### src/rtl/mtim_pkg.sv
package mtim_pkg;
  // per-channel field layout of the match-action word
  localparam int unsigned MF_INT  = 0;
  localparam int unsigned MF_RST  = 1;
  localparam int unsigned MF_STOP = 2;
  localparam int unsigned MF_W    = 3;
  // per-channel field layout of the capture-select word
  localparam int unsigned CF_RISE = 0;
  localparam int unsigned CF_FALL = 1;
  localparam int unsigned CF_INT  = 2;
  localparam int unsigned CF_W    = 3;
  // control bits
  localparam int unsigned CTRL_EN   = 0;
  localparam int unsigned CTRL_HOLD = 1;
  // word indices of the register map
  localparam int unsigned WI_IRQ    = 0;
  localparam int unsigned WI_CTRL   = 1;
  localparam int unsigned WI_COUNT  = 2;
  localparam int unsigned WI_PRE    = 3;
  localparam int unsigned WI_PCNT   = 4;
  localparam int unsigned WI_MCTL   = 5;
  localparam int unsigned WI_MATCH0 = 6;
endpackage

### src/rtl/mtim_sync.sv
module mtim_sync #(
  parameter int N = 4
) (
  input  logic         clk,
  input  logic         rst_n,
  input  logic [N-1:0] async_in,
  output logic [N-1:0] rise,
  output logic [N-1:0] fall
);
  logic [N-1:0] stage1_q, stage2_q, prev_q;

  always_ff @(posedge clk or negedge rst_n) begin
    if (!rst_n) begin
      stage1_q <= '0;
      stage2_q <= '0;
      prev_q   <= '0;
    end else begin
      stage1_q <= async_in;
      stage2_q <= stage1_q;
      prev_q   <= stage2_q;
    end
  end

  assign rise = stage2_q & ~prev_q;
  assign fall = ~stage2_q & prev_q;
endmodule

### src/rtl/mtim_counter.sv
module mtim_counter
  import mtim_pkg::*;
#(
  parameter int CW     = 32,
  parameter int NMATCH = 4
) (
  input  logic                       clk,
  input  logic                       rst_n,
  input  logic                       run_en,
  input  logic                       hold,
  input  logic [CW-1:0]              pre,
  input  logic                       wr_count,
  input  logic                       wr_pcnt,
  input  logic [CW-1:0]              wdata,
  input  logic [NMATCH-1:0][CW-1:0]  match_val,
  input  logic [MF_W*NMATCH-1:0]     mctl,
  output logic [CW-1:0]              count,
  output logic [CW-1:0]              pcnt,
  output logic [NMATCH-1:0]          match_int,
  output logic                       stop_req
);
  logic              active, tick;
  logic [NMATCH-1:0] hit, rst_mask, stop_mask, int_mask;
  logic              any_rst;

  assign active = run_en && !hold;
  assign tick   = active && (pcnt == pre);

  for (genvar k = 0; k < NMATCH; k++) begin : g_ch
    assign hit[k]       = tick && (count == match_val[k]);
    assign int_mask[k]  = mctl[MF_W*k + MF_INT];
    assign rst_mask[k]  = mctl[MF_W*k + MF_RST];
    assign stop_mask[k] = mctl[MF_W*k + MF_STOP];
  end

  assign any_rst   = |(hit & rst_mask);
  assign stop_req  = |(hit & stop_mask);
  assign match_int = hit & int_mask;

  always_ff @(posedge clk or negedge rst_n) begin
    if (!rst_n) begin
      count <= '0;
      pcnt  <= '0;
    end else if (hold) begin
      count <= '0;
      pcnt  <= '0;
    end else begin
      if (wr_count)      count <= wdata;
      else if (tick) begin
        if (any_rst)       count <= '0;
        else if (!stop_req) count <= count + CW'(1);
      end
      if (wr_pcnt)       pcnt <= wdata;
      else if (tick)     pcnt <= '0;
      else if (active)   pcnt <= pcnt + CW'(1);
    end
  end
endmodule

### src/rtl/mtim_capture.sv
module mtim_capture
  import mtim_pkg::*;
#(
  parameter int CW   = 32,
  parameter int NCAP = 4
) (
  input  logic                     clk,
  input  logic                     rst_n,
  input  logic [NCAP-1:0]          rise,
  input  logic [NCAP-1:0]          fall,
  input  logic [CF_W*NCAP-1:0]     cctl,
  input  logic [CW-1:0]            count,
  output logic [NCAP-1:0][CW-1:0]  cap_val,
  output logic [NCAP-1:0]          cap_evt,
  output logic [NCAP-1:0]          cap_int
);
  for (genvar c = 0; c < NCAP; c++) begin : g_cap
    assign cap_evt[c] = (rise[c] && cctl[CF_W*c + CF_RISE]) ||
                        (fall[c] && cctl[CF_W*c + CF_FALL]);
    assign cap_int[c] = cap_evt[c] && cctl[CF_W*c + CF_INT];

    always_ff @(posedge clk or negedge rst_n) begin
      if (!rst_n)          cap_val[c] <= '0;
      else if (cap_evt[c]) cap_val[c] <= count;
    end
  end
endmodule

### src/rtl/mtim_timer.sv
module mtim_timer
  import mtim_pkg::*;
#(
  parameter int CW     = 32,
  parameter int NMATCH = 4,
  parameter int NCAP   = 4,
  parameter int AW     = 8
) (
  input  logic            clk,
  input  logic            rst_n,
  input  logic [AW-1:0]   bus_addr,
  input  logic            bus_we,
  input  logic [CW-1:0]   bus_wdata,
  output logic [CW-1:0]   bus_rdata,
  input  logic [NCAP-1:0] cap_in,
  output logic            irq_o
);
  localparam int NIRQ     = NMATCH + NCAP;
  localparam int WIW      = AW - 2;
  localparam int MCW      = MF_W * NMATCH;
  localparam int CCW      = CF_W * NCAP;
  localparam int WI_CCTL  = WI_MATCH0 + NMATCH;
  localparam int WI_CAP0  = WI_CCTL + 1;

  logic [WIW-1:0]            widx;
  logic                      unused_addr_lsb;
  logic                      ctrl_en, ctrl_hold;
  logic [CW-1:0]             pre_q;
  logic [MCW-1:0]            mctl_q;
  logic [CCW-1:0]            cctl_q;
  logic [NMATCH-1:0][CW-1:0] match_q;
  logic [NIRQ-1:0]           irq_flags, irq_set, irq_clr;
  logic                      wr_irq, wr_ctrl, wr_count, wr_pre, wr_pcnt, wr_mctl, wr_cctl;
  logic [CW-1:0]             count, pcnt;
  logic [NMATCH-1:0]         match_int;
  logic                      stop_req;
  logic [NCAP-1:0]           rise, fall, cap_evt, cap_int;
  logic [NCAP-1:0][CW-1:0]   cap_val;

  assign widx            = bus_addr[AW-1:2];
  assign unused_addr_lsb = ^bus_addr[1:0];

  assign wr_irq   = bus_we && (widx == WIW'(WI_IRQ));
  assign wr_ctrl  = bus_we && (widx == WIW'(WI_CTRL));
  assign wr_count = bus_we && (widx == WIW'(WI_COUNT));
  assign wr_pre   = bus_we && (widx == WIW'(WI_PRE));
  assign wr_pcnt  = bus_we && (widx == WIW'(WI_PCNT));
  assign wr_mctl  = bus_we && (widx == WIW'(WI_MCTL));
  assign wr_cctl  = bus_we && (widx == WIW'(WI_CCTL));

  // control, prescale terminal, action words
  always_ff @(posedge clk or negedge rst_n) begin
    if (!rst_n) begin
      ctrl_en   <= 1'b0;
      ctrl_hold <= 1'b0;
      pre_q     <= '0;
      mctl_q    <= '0;
      cctl_q    <= '0;
    end else begin
      if (wr_ctrl) begin
        ctrl_en   <= bus_wdata[CTRL_EN];
        ctrl_hold <= bus_wdata[CTRL_HOLD];
      end else if (stop_req) begin
        ctrl_en   <= 1'b0;
      end
      if (wr_pre)  pre_q  <= bus_wdata;
      if (wr_mctl) mctl_q <= bus_wdata[MCW-1:0];
      if (wr_cctl) cctl_q <= bus_wdata[CCW-1:0];
    end
  end

  // compare values
  for (genvar k = 0; k < NMATCH; k++) begin : g_match
    always_ff @(posedge clk or negedge rst_n) begin
      if (!rst_n) match_q[k] <= '0;
      else if (bus_we && (widx == WIW'(WI_MATCH0 + k))) match_q[k] <= bus_wdata;
    end
  end

  // flags: a new event wins over a clear in the same cycle
  assign irq_set = {cap_int, match_int};
  assign irq_clr = wr_irq ? bus_wdata[NIRQ-1:0] : '0;

  always_ff @(posedge clk or negedge rst_n) begin
    if (!rst_n) irq_flags <= '0;
    else        irq_flags <= (irq_flags & ~irq_clr) | irq_set;
  end

  assign irq_o = |irq_flags;

  mtim_counter #(.CW(CW), .NMATCH(NMATCH)) u_cnt (
    .clk       (clk),
    .rst_n     (rst_n),
    .run_en    (ctrl_en),
    .hold      (ctrl_hold),
    .pre       (pre_q),
    .wr_count  (wr_count),
    .wr_pcnt   (wr_pcnt),
    .wdata     (bus_wdata),
    .match_val (match_q),
    .mctl      (mctl_q),
    .count     (count),
    .pcnt      (pcnt),
    .match_int (match_int),
    .stop_req  (stop_req)
  );

  mtim_sync #(.N(NCAP)) u_sync (
    .clk      (clk),
    .rst_n    (rst_n),
    .async_in (cap_in),
    .rise     (rise),
    .fall     (fall)
  );

  mtim_capture #(.CW(CW), .NCAP(NCAP)) u_cap (
    .clk     (clk),
    .rst_n   (rst_n),
    .rise    (rise),
    .fall    (fall),
    .cctl    (cctl_q),
    .count   (count),
    .cap_val (cap_val),
    .cap_evt (cap_evt),
    .cap_int (cap_int)
  );

  // read mux
  always_comb begin
    bus_rdata = '0;
    if (widx == WIW'(WI_IRQ))   bus_rdata = CW'(irq_flags);
    if (widx == WIW'(WI_CTRL))  bus_rdata = CW'({ctrl_hold, ctrl_en});
    if (widx == WIW'(WI_COUNT)) bus_rdata = count;
    if (widx == WIW'(WI_PRE))   bus_rdata = pre_q;
    if (widx == WIW'(WI_PCNT))  bus_rdata = pcnt;
    if (widx == WIW'(WI_MCTL))  bus_rdata = CW'(mctl_q);
    if (widx == WIW'(WI_CCTL))  bus_rdata = CW'(cctl_q);
    for (int k = 0; k < NMATCH; k++)
      if (widx == WIW'(WI_MATCH0 + k)) bus_rdata = match_q[k];
    for (int c = 0; c < NCAP; c++)
      if (widx == WIW'(WI_CAP0 + c)) bus_rdata = cap_val[c];
  end
endmodule

### config.mk
export PLATFORM = sky130hd
export DESIGN_NAME = mtim_timer
export DESIGN_NICKNAME = d
export VERILOG_FILES = /design/src/rtl/mtim_pkg.sv /design/src/rtl/mtim_sync.sv /design/src/rtl/mtim_counter.sv /design/src/rtl/mtim_capture.sv /design/src/rtl/mtim_timer.sv
export SDC_FILE = /design/constraint.sdc
export NUM_CORES = 1
export LEC_CHECK = 0
export ABC_AREA = 0
export CORE_MARGIN = 2
export CORE_UTILIZATION = 25
export DETAILED_ROUTE_END_ITERATION = 16
export PLACE_DENSITY = 0.38
export SETUP_SLACK_MARGIN = 0.15
export SLEW_MARGIN = 10
export SYNTH_ARGS = -nofsm -noshare
export SYNTH_HDL_FRONTEND = slang
export SYNTH_SLANG_ARGS = --single-unit
export TNS_END_PERCENT = 5
### constraint.sdc
create_clock -name clk -period 3.65 [get_ports clk]
set_input_delay 0.73 -clock clk [delete_from_list [all_inputs] [get_ports clk]]
set_output_delay 0.73 -clock clk [all_outputs]
set_load 0.005 [all_outputs]
Yosys cells after proc, flatten, opt, wreduce, memory -nomap -nowiden
Index checks and enable logic that the tools add are counted.
{"block": "totals", "reg_bits": 398}
{"block": "classes", "n_reduce_logical": 42, "bitwise_logic": 10, "n_addsub": 2, "muxes": 27, "eq_ne": 20}
{"op": "32-bit 2-to-1 mux", "n": 23}
{"op": "32-bit == test", "n": 5}
{"op": "32-bit by 1-bit adder with 32-bit output (second input constant)", "n": 2}
{"op": "6-bit by 4-bit == test with 1-bit output (second input constant)", "n": 7}
{"op": "1-bit logical AND", "n": 29}
{"op": "6-bit by 3-bit == test with 1-bit output (second input constant)", "n": 4}
{"op": "4-bit AND", "n": 5}
{"op": "8-bit 2-to-1 mux", "n": 2}
{"op": "6-bit by 2-bit == test with 1-bit output (second input constant)", "n": 2}
{"op": "8-bit AND", "n": 1}
{"op": "4-bit NOT", "n": 2}
{"op": "8-bit NOT", "n": 1}
{"op": "8-bit bitwise OR", "n": 1}
{"op": "4-bit OR reduction", "n": 2}
{"op": "8-bit OR reduction", "n": 1}
{"op": "6-bit by 1-bit == test with 1-bit output (second input constant)", "n": 1}
{"op": "6-bit zero test", "n": 1}
{"op": "1-bit logical OR", "n": 4}
{"op": "4-bit by 2-bit != test with 1-bit output (second input constant)", "n": 1}
{"op": "4-bit nonzero test", "n": 1}
{"op": "3-bit nonzero test", "n": 1}
{"op": "1-bit 2-to-1 mux", "n": 2}
{"op": "2-bit AND reduction", "n": 1}
{"op": "2-bit nonzero test", "n": 1}
{"op": "1-bit zero test", "n": 1}

Depth between registers and ports, before layout
{"block": "logic_depth", "depth_word": 16, "ltp_mapped": 12}

Modules after synthesis
Synthesis repeated with hierarchy kept, for this count alone.
{"block": "unflattened", "cells_unflattened": 2059, "area_unflattened_um2": 22504.1}
{"mod": "mtim_timer", "cells_per_inst": 943, "seq_area_each_um2": 4854.7, "area_each_um2": 10620.2, "n_inst": 1}
{"mod": "mtim_counter", "cells_per_inst": 816, "seq_area_each_um2": 1601.5, "area_each_um2": 6458.7, "n_inst": 1}
{"mod": "mtim_capture", "cells_per_inst": 280, "seq_area_each_um2": 3203.1, "area_each_um2": 5054.8, "n_inst": 1}
{"mod": "mtim_sync", "cells_per_inst": 20, "seq_area_each_um2": 300.3, "area_each_um2": 370.4, "n_inst": 1}

Least setup slack after synthesis
No wires, ideal clock.
{"block": "synth_timing", "path_type": "in2out", "from": "input port bus_addr[2]", "to": "output port bus_rdata[1]", "arrival_time_ns": 2.486, "slack_ns": 0.434, "stages": 8, "cell_sequence": "clkbuf_1 > buf_1 > buf_1 > mux4_2 > a22oi_1 > a31oi_1 > o22ai_1 > nand2_1"}
{"block": "synth_between", "elab_chain_cells": 16, "elab_cells_between_ends": 30, "classes_between": "14 x eq/ne; 15 x mux; 1 x reduce/logical"}
{"item": "start, declared", "line": "mtim_timer.sv:11", "source": "input logic [AW-1:0] bus_addr,"}
{"item": "6-bit zero test", "line": "mtim_timer.sv:131", "source": "if (widx == WIW'(WI_IRQ)) bus_rdata = CW'(irq_flags);"}
{"item": "8-bit 2-to-1 mux", "line": "mtim_timer.sv:131"}
{"item": "32-bit 2-to-1 mux", "line": "mtim_timer.sv:132", "source": "if (widx == WIW'(WI_CTRL)) bus_rdata = CW'({ctrl_hold, ctrl_en});"}
{"item": "32-bit 2-to-1 mux", "line": "mtim_timer.sv:133", "source": "if (widx == WIW'(WI_COUNT)) bus_rdata = count;"}
{"item": "32-bit 2-to-1 mux", "line": "mtim_timer.sv:134", "source": "if (widx == WIW'(WI_PRE)) bus_rdata = pre_q;"}
{"item": "32-bit 2-to-1 mux", "line": "mtim_timer.sv:135", "source": "if (widx == WIW'(WI_PCNT)) bus_rdata = pcnt;"}
{"item": "32-bit 2-to-1 mux", "line": "mtim_timer.sv:136", "source": "if (widx == WIW'(WI_MCTL)) bus_rdata = CW'(mctl_q);"}
{"item": "32-bit 2-to-1 mux", "line": "mtim_timer.sv:137", "source": "if (widx == WIW'(WI_CCTL)) bus_rdata = CW'(cctl_q);"}
{"item": "32-bit 2-to-1 mux (4 in series)", "line": "mtim_timer.sv:139", "source": "if (widx == WIW'(WI_MATCH0 + k)) bus_rdata = match_q[k];"}
{"item": "32-bit 2-to-1 mux (3 in series)", "line": "mtim_timer.sv:141", "source": "if (widx == WIW'(WI_CAP0 + c)) bus_rdata = cap_val[c];"}
{"item": "32-bit 2-to-1 mux (*)", "line": "mtim_timer.sv:141"}
{"item": "end, declared", "line": "mtim_timer.sv:14", "source": "output logic [CW-1:0] bus_rdata,"}
Mark *: on every way between the ends. The rest lies on a longest branch, timed or not.

Worst setup path in the final report
{"block": "layout_timing", "from": "input port bus_addr[5]", "to": "output port bus_rdata[25]"}
{"block": "layout_between", "elab_chain_cells": 14, "elab_cells_between_ends": 26, "classes_between": "13 x eq/ne; 13 x mux"}
{"item": "6-bit by 2-bit == test with 1-bit output", "line": "mtim_timer.sv:133"}
{"item": "32-bit 2-to-1 mux", "line": "mtim_timer.sv:133"}
{"item": "32-bit 2-to-1 mux", "line": "mtim_timer.sv:134"}
{"item": "32-bit 2-to-1 mux", "line": "mtim_timer.sv:135"}
{"item": "32-bit 2-to-1 mux", "line": "mtim_timer.sv:136"}
{"item": "32-bit 2-to-1 mux", "line": "mtim_timer.sv:137"}
{"item": "32-bit 2-to-1 mux (4 in series)", "line": "mtim_timer.sv:139"}
{"item": "32-bit 2-to-1 mux (3 in series)", "line": "mtim_timer.sv:141"}
{"item": "32-bit 2-to-1 mux (*)", "line": "mtim_timer.sv:141"}
Marks and branches as above.

==> summary.md <==
| Metric | Value |
|---|---|
| P_sw | `4788 uW` |
| Setup crit end kind | `output port` |
| Synth Flop Type | `dfrtp_1` |
| Clk sinks | `398` |
| DRT Pass-1 Iters | `6` |
| FF+latch count, synth | `398` |
| Skew-Pair Late Insertion Delay | `0.61 ns` |
| Largest family of logic cells by synthesized area | `multiplexers` |
| Hold Vio Cnt, Final | `0` |
| CTS H-tree depth | `2` |
| Synth Area in Compound Gates | `13.04%` |
| Initial antenna violation count | `4` |
| Sequential fraction of design power | `41.9%` |
| Reg2reg setup slack | `0.15 ns` |
| Clock slew seen by the registers of the worst setup and hold paths | `0.06 ns` |
| Pwr/cell area | `507.5 nW/um^2` |
| Mapped Nets | `2128` |
| Ant diodes | `0` |
| RSZ-0062 raised after global routing | `true` |
| Outcome | `finished, final reports clean` |
| WL final | `104000 um` |
| Sw Share | `32.65%` |
| WS Path Type | `primary input to output port` |
| Die outline area | `89710 um^2` |
| Peak VDD IR | `0.3207 mV` |
| Wire per inst | `28.93 um` |
| Placed cell areas | `26090 um^2` |
| Crit path max fanout | `7` |
| Port Buffers | `77` |
| Number of global-route vias before repair | `19260` |
| Minimum clock period | `3.560 ns` |
| Final core occ | `33.36%` |
| Largest net degree at the start of global routing | `78` |
| R2R Path End | `u_cnt.count[25]` |
| Post-synthesis adder-cell area fraction | `0.1146%` |
| Layout area overhead | `32.35%` |
| Hold WC Path Type | `primary input to async pin` |
| Lkg Pwr | `0.01236 uW` |
| Finished Cell Area | `28900 um^2` |
| TNS Setup | `0 ns` |
| Inst Count DP | `3455` |
| Detailed Route Iter0 Violations | `1514` |
| Tot GR Track Use | `22.89%` |
| Period utilization | `97.52%` |
| Dpl hpwl | `77330 um` |
| FP Rows | `108` |
| Combinational cell fraction of total power | `22.2%` |
| Worst-Margin Slew | `1.025 ns` |
| Core Box Area | `86620 um^2` |
| Clk root buf | `clkbuf_16` |
| Fill cells | `8837` |
| GRT overflow | `0` |
| Post-synthesis async set-or-reset flop share | `100.0%` |
| Final ANT Viol Nets | `0` |
| Cells after synthesis | `2079` |
| DRC | `0` |
| Clk buf depth | `3` |
| Slew headroom | `31.42%` |
| Synth Area in Simple Gates | `12.74%` |
| Ratio of cells with drive above 1 in the final layout | `37.91%` |
| DR vias/cell | `5.251` |
| I/O pin total | `80` |
| Max Freq | `0.2809 GHz` |
| Post-Synth XOR/XNOR Area | `7.140%` |
| Final setup viols | `0` |
| Via count | `18880` |
| Synth unique cells | `83` |
| Hold slack | `0.1251 ns` |
| Die width | `299.5 um` |
| Worst EP required | `2.92 ns` |
| Seq/Total Area, Yosys | `45.62%` |
| Die height | `299.5 um` |
| Initial Util | `25.21%` |
| Data arrival, critical path | `2.83 ns` |
| CTS tree | `yes` |
| Post-Syn Area | `21830 um^2` |
| Cts bufs inserted | `51` |
| Final setup skew | `0.01954 ns` |
| Multi-input gate area | `11670 um^2` |
| Count of max-cap constraint violations | `0` |
| R2R depth | `14` |
| Final std cells w/o fill | `3595` |
| Post-synth EDFFs | `0` |
| Register cell area after layout | `9963 um^2` |
| Count of warnings emitted by yosys | `0` |
| Routability cong. | `0.9430` |
| Global-route wire length before repair | `147600 um` |
| Final-report max-slew violation count | `0` |
| R2R Path Start | `u_cnt.count[2]` |
| Syn avg cell area | `10.50 um^2` |
| Nets@finish | `2450` |
| Clock share of power | `35.9%` |
| Post-synthesis mux area share | `17.47%` |
| P_int | `9878 uW` |
| Worst setup SP type | `primary input` |
-- layout by cell type (no fill, tap or decap), types with 7 or more instances in the layout --
cell / netlist / final
dfrtp_1: 398 / 395
buf_4: 7 / 310
mux2_2: 304 / 304
nand2_1: 163 / 157
xnor2_1: 143 / 142
nor2_1: 118 / 101
o21ai_0: 104 / 89
a21oi_1: 97 / 85
nand3_1: 60 / 55
clkbuf_16: 0 / 51
nand4_1: 45 / 45
clkdlybuf4s50_1: 0 / 38
xor2_1: 35 / 35
buf_12: 0 / 34
mux2i_1: 30 / 30
a22oi_1: 37 / 29
nor3_1: 32 / 29
a221oi_2: 0 / 22
buf_6: 6 / 22
o22ai_1: 24 / 21
a221oi_1: 44 / 21
a211oi_1: 22 / 20
nor4_1: 19 / 19
dlygate4sd2_1: 0 / 17
o31ai_1: 19 / 16
inv_1: 16 / 16
and3_1: 16 / 16
o21ai_1: 10 / 15
a21oi_2: 1 / 13
nor2_2: 2 / 11
a31oi_1: 12 / 11
nor3b_1: 11 / 11
clkbuf_1: 98 / 11
clkbuf_8: 0 / 11
a22o_1: 9 / 9
nor2_4: 0 / 8
a22oi_2: 0 / 8
clkinv_2: 0 / 7
buf_2: 39 / 7
-- worst max path at each step --
stage	start	endpoint	cells after the start
CTS	bus_addr[3]	bus_rdata[9]	8
detailed placement	bus_addr[5]	bus_rdata[27]	13
global placement	bus_addr[5]	bus_rdata[27]	13
floorplan	bus_addr[2]	bus_rdata[1]	8
finish	bus_addr[5]	bus_rdata[25]	14
global route	bus_addr[6]	bus_rdata[6]	12
-- power groups by stage --
stage	sequential [uW]	combinational [uW]	clock [uW]
2_1_floorplan	5760	1870	0
4_1_cts	6130	3220	5380
6_report	6140	3260	5260
3_3_place_gp	6170	3150	0
5_1_grt	6240	3450	5560
3_5_place_dp	6190	3160	0
-- cells in the mapped netlist (all sizes together) (37+ instances only) --
cell | number | area, um^2
nand2 | 164 | 618.1
dfrtp | 398 | 9960
nor2 | 121 | 475.5
mux2 | 304 | 3423
buf | 77 | 409.1
xnor2 | 143 | 1252
nand4 | 49 | 349.1
a22oi | 37 | 277.8
clkbuf | 99 | 375.4
o21ai | 114 | 570.6
a21oi | 98 | 494.2
a221oi | 44 | 385.4
nand3 | 63 | 345.3
nor3 | 37 | 210.2
-- layout make-up --
cell class	instances	area share, %
Multi-Input combinational cell	1488	40.39
Sequential cell	398	34.48
Timing Repair Buffer	445	13.99
Clock buffer	73	5.083
Tap cell	1155	5.001
Clock inverter	19	0.8400
Inverter	17	0.2208
-- per-layer routing --
| metal | GRT usage, % | vias up | wire length, um |
|---|---|---|---|
| met4 | 8.262 | 2 | 3957 |
| li1 | - | 8231 | - |
| met2 | 37.49 | 610 | 48560 |
| met1 | 31.34 | 9867 | 46610 |
| met5 | 0 | - | 13 |
| met3 | 2.269 | 166 | 4849 |
-- per-stage QoR --
stage	setup WS, ns	power, uW
detailed placement	-0.9705	9351
CTS	0.07351	14730
global route	0.05802	15250
global placement	-1.018	9314
floorplan	0.4344	7628
finish	0.09046	14670
-- cell families (layout without fill, tap and decap cells) --
logic type / Yosys count / count (layout)
buf+inv: 193 / 554
fa+ha+maj: 2 / 2
compound gates: 433 / 433
mux: 338 / 338
xor+xnor: 178 / 178
simple gates: 537 / 537
flops: 398 / 398
-- sequential cells by signal, summed over array words and instances, names as in the netlist, 8 cells and up --
| name | cells |
|---|---|
| mctl_q | 12 |
| u_cnt.pcnt | 32 |
| pre_q | 32 |
| match_q | 128 |
| u_cnt.count | 32 |
| u_cap.cap_val | 128 |
| cctl_q | 12 |
| irq_flags | 8 |
-- worst max-delay path, stage by stage --
cell and delay [ns]:
buf_4 0.13, buf_6 0.11, nor3_4 0.21, buf_6 0.16, nand2_8 0.08, nor3_4 0.19
buf_6 0.20, buf_6 0.12, buf_6 0.09, buf_12 0.13, a221oi_2 0.08, a21oi_1 0.23
buf_4 0.15, clkdlybuf4s15_2 0.19
-- repair_timing --
item	CTS	global route
buffers inserted	36	9
cloned	3	0
setup endpoints to repair	36	53
resized for setup	206	37
pin swaps	54	33
hold buffers	0	0
endpoints found under the hold margin	0	0
(Power assumes the default switching activity.)
